### config.mk
export PLATFORM = sky130hd
export DESIGN_NAME = cfg_indirect_xlate
export DESIGN_NICKNAME = d
export VERILOG_FILES = /design/src/rtl/cfgx_pkg.sv /design/src/rtl/cfgx_addr_enc.sv /design/src/rtl/cfgx_wpatch.sv /design/src/rtl/cfgx_lane_steer.sv /design/src/rtl/cfg_indirect_xlate.sv
export SDC_FILE = /design/constraint.sdc
export NUM_CORES = 1
export LEC_CHECK = 0
export BUFFER_PORTS_ARGS = -buffer_cell sky130_fd_sc_hd__buf_4
export CORE_MARGIN = 2
export CORE_UTILIZATION = 35
export DETAILED_ROUTE_END_ITERATION = 10
export HOLD_SLACK_MARGIN = 0.1
export RECOVER_POWER = 100
export SETUP_SLACK_MARGIN = 0.5
export SYNTH_ARGS = -nofsm -noshare
export SYNTH_HDL_FRONTEND = slang
export SYNTH_SLANG_ARGS = --single-unit
export TNS_END_PERCENT = 50
### constraint.sdc
create_clock -name clk -period 2.1 [get_ports clk]
set_input_delay 0.105 -clock clk [delete_from_list [all_inputs] [get_ports clk]]
set_output_delay 0.105 -clock clk [all_outputs]
set_load 0.005 [all_outputs]
### src/rtl/cfgx_pkg.sv
package cfgx_pkg;
    localparam int QF_EXTREG = 0;
    localparam int QF_TYPE1  = 1;
    localparam int QF_NOLINK = 2;
    localparam int QF_BESWAP = 3;
    localparam int QF_PRISUP = 4;
    localparam int QF_CLZERO = 5;
    localparam int QUIRK_W   = 6;

    localparam logic [11:0] OFF_PRIBUS = 12'h018;
    localparam logic [11:0] OFF_CLSIZE = 12'h00C;

    localparam logic STAT_OK    = 1'b0;
    localparam logic STAT_NODEV = 1'b1;

    typedef enum logic [1:0] {
        ST_IDLE = 2'd0,
        ST_ADDR = 2'd1,
        ST_DATA = 2'd2,
        ST_RESP = 2'd3
    } xl_state_t;
endpackage

### src/rtl/cfgx_addr_enc.sv
module cfgx_addr_enc
    import cfgx_pkg::*;
#(
    parameter int NBYTES = 4
) (
    input  logic [7:0]         bus,
    input  logic [7:0]         devfn,
    input  logic [11:0]        off,
    input  logic [QUIRK_W-1:0] quirks,
    input  logic [7:0]         first_bus,
    input  logic [7:0]         self_bus,
    output logic               on_first,
    output logic               reject,
    output logic [8*NBYTES-1:0] port_word
);
    localparam int WW = 8 * NBYTES;

    logic [WW-1:0] word;
    logic [WW-1:0] reversed;

    always_comb begin
        on_first   = (bus == first_bus);
        reject     = quirks[QF_NOLINK] && (!on_first || (devfn != 8'd0));
        word       = '0;
        word[31]   = 1'b1;
        word[23:16] = on_first ? self_bus : bus;
        word[15:8] = devfn;
        word[7:2]  = off[7:2];
        if (quirks[QF_EXTREG]) begin
            word[27:24] = off[11:8];
        end
        word[0] = quirks[QF_TYPE1] && !on_first;
    end

    for (genvar g = 0; g < NBYTES; g++) begin : g_rev
        assign reversed[8*g +: 8] = word[8*(NBYTES-1-g) +: 8];
    end

    assign port_word = quirks[QF_BESWAP] ? reversed : word;
endmodule

### src/rtl/cfgx_wpatch.sv
module cfgx_wpatch
    import cfgx_pkg::*;
#(
    parameter int DATA_W = 32
) (
    input  logic [11:0]        off,
    input  logic               on_first,
    input  logic [QUIRK_W-1:0] quirks,
    input  logic [DATA_W-1:0]  din,
    output logic [DATA_W-1:0]  dout
);
    always_comb begin
        dout = din;
        if (quirks[QF_PRISUP] && on_first && (off == OFF_PRIBUS)) begin
            dout[7:0] = 8'h00;
        end
        if (quirks[QF_CLZERO] && (off == OFF_CLSIZE)) begin
            dout = '0;
        end
    end
endmodule

### src/rtl/cfgx_lane_steer.sv
module cfgx_lane_steer #(
    parameter int NBYTES = 4,
    localparam int DW    = 8 * NBYTES,
    localparam int OFS_W = $clog2(NBYTES),
    localparam int SH_W  = OFS_W + 3
) (
    input  logic [2:0]        len,
    input  logic [OFS_W-1:0]  boff,
    input  logic [DW-1:0]     wval,
    input  logic [DW-1:0]     raw_rd,
    output logic [NBYTES-1:0] be,
    output logic [DW-1:0]     lane_wdata,
    output logic [DW-1:0]     rdata_just
);
    logic [NBYTES-1:0] len_lanes;
    logic [DW-1:0]     dmask;
    logic [SH_W-1:0]   shamt;

    for (genvar g = 0; g < NBYTES; g++) begin : g_lane
        assign len_lanes[g]     = (32'(g) < 32'(len));
        assign dmask[8*g +: 8]  = {8{len_lanes[g]}};
    end

    assign shamt      = {boff, 3'b000};
    assign be         = len_lanes << boff;
    assign lane_wdata = (wval & dmask) << shamt;
    assign rdata_just = (raw_rd >> shamt) & dmask;
endmodule

### src/rtl/cfg_indirect_xlate.sv
module cfg_indirect_xlate
    import cfgx_pkg::*;
#(
    parameter int DATA_W = 32,
    localparam int NB    = DATA_W / 8
) (
    input  logic               clk,
    input  logic               rst_n,
    input  logic [7:0]         cfg_first_bus,
    input  logic [7:0]         cfg_self_bus,
    input  logic [QUIRK_W-1:0] cfg_quirks,
    input  logic               req_valid,
    output logic               req_ready,
    input  logic [7:0]         req_bus,
    input  logic [7:0]         req_devfn,
    input  logic [11:0]        req_off,
    input  logic [2:0]         req_len,
    input  logic               req_write,
    input  logic [DATA_W-1:0]  req_wdata,
    output logic               rsp_valid,
    output logic               rsp_status,
    output logic [DATA_W-1:0]  rsp_rdata,
    output logic               port_valid,
    input  logic               port_ready,
    output logic               port_sel,
    output logic               port_we,
    output logic [NB-1:0]      port_be,
    output logic [DATA_W-1:0]  port_wdata,
    input  logic [DATA_W-1:0]  port_rdata
);
    xl_state_t state_q, state_d;

    logic [7:0]        bus_q, devfn_q;
    logic [11:0]       off_q;
    logic [2:0]        len_q;
    logic              write_q;
    logic [DATA_W-1:0] wdata_q;
    logic              status_q;
    logic [DATA_W-1:0] rdata_q;
    logic              addr_seen_q, data_seen_q;

    logic              on_first, rej;
    logic [DATA_W-1:0] addr_word, patched, lane_wd, rd_just;
    logic [NB-1:0]     lane_be;
    logic              port_fire;

    cfgx_addr_enc #(.NBYTES(NB)) u_enc (
        .bus(bus_q), .devfn(devfn_q), .off(off_q), .quirks(cfg_quirks),
        .first_bus(cfg_first_bus), .self_bus(cfg_self_bus),
        .on_first(on_first), .reject(rej), .port_word(addr_word)
    );

    cfgx_wpatch #(.DATA_W(DATA_W)) u_patch (
        .off(off_q), .on_first(on_first), .quirks(cfg_quirks),
        .din(wdata_q), .dout(patched)
    );

    cfgx_lane_steer #(.NBYTES(NB)) u_lane (
        .len(len_q), .boff(off_q[$clog2(NB)-1:0]), .wval(patched),
        .raw_rd(port_rdata), .be(lane_be), .lane_wdata(lane_wd),
        .rdata_just(rd_just)
    );

    assign port_fire = port_valid && port_ready;

    // state register
    always_ff @(posedge clk) begin
        if (!rst_n) state_q <= ST_IDLE;
        else        state_q <= state_d;
    end

    // next state
    always_comb begin
        state_d = state_q;
        unique case (state_q)
            ST_IDLE: if (req_valid)  state_d = ST_ADDR;          // accept
            ST_ADDR: if (rej)        state_d = ST_RESP;          // reject
                     else if (port_ready) state_d = ST_DATA;     // addr_done
            ST_DATA: if (port_ready) state_d = ST_RESP;          // data_done
            ST_RESP:                 state_d = ST_IDLE;          // retire
            default:                 state_d = ST_IDLE;
        endcase
    end

    // request and result registers
    always_ff @(posedge clk) begin
        if (!rst_n) begin
            bus_q <= '0; devfn_q <= '0; off_q <= '0; len_q <= 3'd4;
            write_q <= 1'b0; wdata_q <= '0;
            status_q <= STAT_OK; rdata_q <= '0;
            addr_seen_q <= 1'b0; data_seen_q <= 1'b0;
        end else begin
            unique case (state_q)
                ST_IDLE: begin
                    addr_seen_q <= 1'b0;
                    data_seen_q <= 1'b0;
                    if (req_valid) begin
                        bus_q   <= req_bus;
                        devfn_q <= req_devfn;
                        off_q   <= req_off;
                        len_q   <= req_len;
                        write_q <= req_write;
                        wdata_q <= req_wdata;
                        rdata_q <= '0;
                    end
                end
                ST_ADDR: begin
                    status_q <= rej ? STAT_NODEV : STAT_OK;
                    if (port_fire) addr_seen_q <= 1'b1;
                end
                ST_DATA: begin
                    if (port_fire) begin
                        data_seen_q <= 1'b1;
                        if (!write_q) rdata_q <= rd_just;
                    end
                end
                ST_RESP: ;
                default: ;
            endcase
        end
    end

    // outputs
    always_comb begin
        req_ready  = 1'b0;
        rsp_valid  = 1'b0;
        port_valid = 1'b0;
        port_sel   = 1'b0;
        port_we    = 1'b0;
        port_be    = '0;
        port_wdata = '0;
        unique case (state_q)
            ST_IDLE: req_ready = 1'b1;
            ST_ADDR: begin
                port_valid = !rej;
                port_we    = 1'b1;
                port_be    = '1;
                port_wdata = addr_word;
            end
            ST_DATA: begin
                port_valid = 1'b1;
                port_sel   = 1'b1;
                port_we    = write_q;
                port_be    = lane_be;
                port_wdata = write_q ? lane_wd : '0;
            end
            ST_RESP: rsp_valid = 1'b1;
            default: ;
        endcase
    end

    assign rsp_status = status_q;
    assign rsp_rdata  = rdata_q;

    // a rejected request never touched the port
    a_r5_reject_silent: assert property (@(posedge clk) disable iff (!rst_n)
        (rsp_valid && rsp_status == STAT_NODEV) |-> (!addr_seen_q && !data_seen_q));

    // data phase byte enables form a contiguous group of 1, 2 or 4 lanes
    a_r6_be_shape: assert property (@(posedge clk) disable iff (!rst_n)
        (port_valid && port_sel) |->
            (port_be inside {4'b0001, 4'b0010, 4'b0100, 4'b1000, 4'b0011, 4'b1100, 4'b1111}));

    // the address phase is a full-word write to the address register
    a_r8_addr_full_word: assert property (@(posedge clk) disable iff (!rst_n)
        (port_valid && !port_sel) |-> (port_be == '1 && port_we));

    // the data window is only used after the address write was taken
    a_r11_addr_before_data: assert property (@(posedge clk) disable iff (!rst_n)
        (port_valid && port_sel) |-> addr_seen_q);

    // an accepted request blocks the next one
    a_r11_one_outstanding: assert property (@(posedge clk) disable iff (!rst_n)
        (req_valid && req_ready) |=> !req_ready);

    // success is reported only after the data access
    a_r12_ok_after_data: assert property (@(posedge clk) disable iff (!rst_n)
        (rsp_valid && rsp_status == STAT_OK) |-> data_seen_q);

    // completion is a single-cycle pulse
    a_r12_rsp_pulse: assert property (@(posedge clk) disable iff (!rst_n)
        rsp_valid |=> !rsp_valid);
endmodule

==> results_tabular.tex <==
\begin{tabular}{lr}
\hline
Metric & Value \\
\hline
\multicolumn{2}{l}{\textbf{Timing}} \\
\quad Setup-failing EPs final & 33 \\
\quad Slew at the pin closest to its max-slew limit & about 730 ps \\
\quad Fmax achieved & 365 MHz \\
\quad Worst Slack Setup Final & -636 ps \\
\quad Worst slew margin relative to its limit & 51.4\% \\
\quad Largest clock skew in the final design & roughly 7 ps \\
\quad Hold Violations, Final & 0 \\
\quad Min cycle time layout & between 2000 and 3000 ps \\
\quad Final Hold Slack & 112 ps \\
\quad RSZ-0062 raised after global routing & true \\
\quad Portion of the clock cycle consumed by the worst path in the final layout & 130\% \\
\quad Count of final max-slew check failures & 0 \\
\multicolumn{2}{l}{\textbf{Critical path}} \\
\quad Required time of the critical path & 2000 ps \\
\quad Startpoint type of the worst setup path & flip-flop \\
\quad Worst endpoint data arrival time & 2630 ps \\
\quad Category of the most critical setup path & reg -> out \\
\quad Setup slack of the worst register-to-register path & 0 ps \\
\quad Crit. End Element & output port \\
\quad Critical path fanouts, max & 4 \\
\quad Launching point of the worst reg2reg path & state\_q[1] \\
\quad Worst R2R End & off\_q[6] \\
\quad Worst reg2reg path depth & 6 \\
\multicolumn{2}{l}{\textbf{Hold path}} \\
\quad Worst hold path depth & 5 \\
\quad Capture endpoint of the worst hold path & rsp\_rdata[15] \\
\quad Worst hold path type & in -> reg \\
\quad Start point of the worst min-delay path & port\_rdata[23] \\
\multicolumn{2}{l}{\textbf{Clock network}} \\
\quad Clock buffer depth & 2 \\
\quad Clock latency of the later-clocked register in the worst-skew pair & approximately 360 ps \\
\quad H-tree lvl count & 3 \\
\quad Clock-pin slew of the registers on the worst-case setup and hold paths & 70 ps \\
\quad Number of clock sinks & $\sim$100 \\
\quad Cell at the root of the clock tree & clkbuf\_16 \\
\quad Clock tree from TritonCTS & built \\
\quad Total CTS buffers & 9 \\
\multicolumn{2}{l}{\textbf{Drt}} \\
\quad Residual antenna-violating net count after detailed routing & 0 \\
\quad Starting DRC count in detailed routing & 470 \\
\quad Total routed wirelength & between 20,000 and 25,000 um \\
\quad Ratio of routed vias to standard cells & about 5.4 \\
\quad Number of iterations in the first detailed-routing pass & 5 \\
\quad Post-route DRC & 0 \\
\quad Avg WL per Cell & between 15 and 20 um \\
\quad Routed via count & about 6,700 \\
\multicolumn{2}{l}{\textbf{Synth}} \\
\quad Distinct cell type count of the synthesized netlist & 55 \\
\quad Post-synthesis cell count & 743 \\
\quad Mean instance size in the synthesized netlist & about 7.3 um\^{}2 \\
\quad Share of synthesized registers carrying an async set or reset & 0\% \\
\quad Synthesized area & about 0.0055 mm\^{}2 \\
\quad Sequential-to-total area share from yosys stat & between 30\% and 40\% \\
\quad Count of yosys warnings during synthesis & 0 \\
\quad Number of nets in the synthesized netlist & 869 \\
\quad Leading register cell type out of synthesis & dfxtp\_1 \\
\quad Count of state elements after synthesis & between 90 and 100 \\
\quad EDFF count, synth & 0 \\
\multicolumn{2}{l}{\textbf{Global routing}} \\
\quad Vias in the first global route & around 6,200 \\
\quad Antenna violations before repair & 0 \\
\quad Congestion Overflow GR & 0 \\
\quad Wire length of the first global-routing pass & between 30,000 and 40,000 um \\
\quad Pin count of the biggest net entering global routing & 63 \\
\quad Total routing usage reported by global routing & about a quarter \\
\multicolumn{2}{l}{\textbf{Floorplan}} \\
\quad Die outline area & between 0.015 and 0.02 mm\^{}2 \\
\quad Die width & $\sim$130 um \\
\quad Height of the die & 129 um \\
\quad Site row count & between 40 and 50 \\
\quad Top Ports & 196 \\
\quad Initial Utilization & 35.9\% \\
\quad CORE AREA & approximately 0.015 mm\^{}2 \\
\multicolumn{2}{l}{\textbf{Cells and area}} \\
\quad Area grow syn2layout & 69.5\% \\
\quad Share of the core filled with cells in the final layout & between 60 and 70\% \\
\quad Most frequent cells in the layout & buf\_4, nand2\_1, dfxtp\_1 \\
\quad Final antenna diode count & 0 \\
\quad Layout net count & $\sim$1,200 \\
\quad Leading cell type in the layout, fill and taps excluded & buf\_4 \\
\quad Share of post-route cells with drive strength above 1 & between 30\% and 40\% \\
\multicolumn{2}{l}{\textbf{Placement}} \\
\quad Final weighted congestion in routability-driven placement & between 0.9 and 1 \\
\quad Dpl ws & -311 ps \\
\quad Hpwl dp & 15,900 um \\
\quad Number of input and output port buffers inserted & a little under 200 \\
\multicolumn{2}{l}{\textbf{Run status}} \\
\quad Failing checks & negative setup slack \\
\quad Status & finished with violations \\
\multicolumn{2}{l}{\textbf{Power}} \\
\quad Power per Cell Area & 955 mW/mm\^{}2 \\
\quad Maximum VDD drop & 0.000627 V \\
\quad Pleak & between 3 and 4 nW \\
\quad Total power consumption of the routed design & just under 9 mW \\
\multicolumn{2}{l}{\textbf{Run}} \\
\quad Number of maximum-capacitance violations & 0 \\
\hline
\end{tabular}
-- layer usage --
metal	routed length [um]	up-vias	global-route usage (%)	part of all wire, %
met5	0	-	0	0
met4	457	0	7.80	2.0
met3	1720	29	5.86	7.6
met2	10100	285	40.3	45
met1	10200	3138	36.5	45
li1	-	3249	-	-
-- metrics by stage --
step / setup TNS (ps) / area [um^2] / std cells
2_1_floorplan: -757 / 5520 / 743
3_5_place_dp: -3870 / 7490 / 1133
4_1_cts: -14830 / 9160 / 1238
5_1_grt: -17530 / 9250 / 1239
6_report: -14470 / 9250 / 1239
3_3_place_gp: -3550 / 7490 / 1133
-- state kept, by name, indices dropped and copies added (netlist names) --
name	cells
rsp_rdata	32
wdata_q	32
rsp_status	1
state_q	2
write_q	1
devfn_q	8
len_q	3
bus_q	8
off_q	12
-- report_power, final --
part	internal [mW]	switching (mW)	total [mW]
combinational	1.93	2.63	4.56
sequential	2.18	0.353	2.54
clock	0.945	0.798	1.74
total	5.05	3.78	8.84
-- cells in the mapped netlist (8+ instances only) --
master	instances	area share, %
a21oi_1	100	9.2
a221o_1	13	2.4
a222oi_1	8	1.5
a22oi_1	8	1.1
a32oi_1	9	1.4
clkbuf_1	46	3.2
dfxtp_1	99	36
mux2i_1	33	6.1
nand2_1	202	14
nand3_1	26	2.4
nor2_1	48	3.3
nor2b_1	8	0.92
nor3_1	11	1.0
o21ai_0	24	2.2
xnor2_1	8	1.3
-- area by class of cell --
type / instances / area, um^2
tap: 188 / 235
clock inverter: 7 / 86.3
sequential: 99 / 2000
inverter: 6 / 30.0
fill: 1393 / 5950
timing repair buffer: 347 / 2860
clock buffer: 9 / 225
multi-input combinational: 583 / 3820
-- timing repair --
item	4_1_cts	5_1_grt
pin swaps	83	55
hold buffers	73	0
buffers inserted	16	1
setup endpoints to repair	72	77
hold endpoints to repair	75	0
gates resized for setup	117	48
-- cell families after synthesis --
| logic type | share of synthesized area (%) |
|---|---|
| and+or+nand+nor | 25.8 |
| adders and majority gates | 0.917 |
| DFF | 36.3 |
| muxes | 6.88 |
| xor gates and xnor gates | 1.28 |
| AOI/OAI and AO/OA | 24.5 |
| buffers and inverters | 4.31 |
-- worst max path at each step --
stage                     slack [ps]  depth (start not counted)      from             end
final                           -640                          6  off_q[9]  port_wdata[21]
after detailed placement        -310                          6  off_q[6]  port_wdata[21]
after global placement          -300                          6  off_q[6]  port_wdata[21]
after CTS                       -640                          6  off_q[7]  port_wdata[21]
after global routing            -670                          6  off_q[9]  port_wdata[20]
after floorplan                 -170                          6  off_q[6]  port_wdata[18]
-- critical path, cell delays in order (launching register included) --
cell and delay [ps]:
dfxtp_2 320, or4_4 530, or4_4 570, and2_4 170, a221o_1 330, a32o_2 240
buf_6 110
No activity file was read; power rests on OpenSTA's default activity.
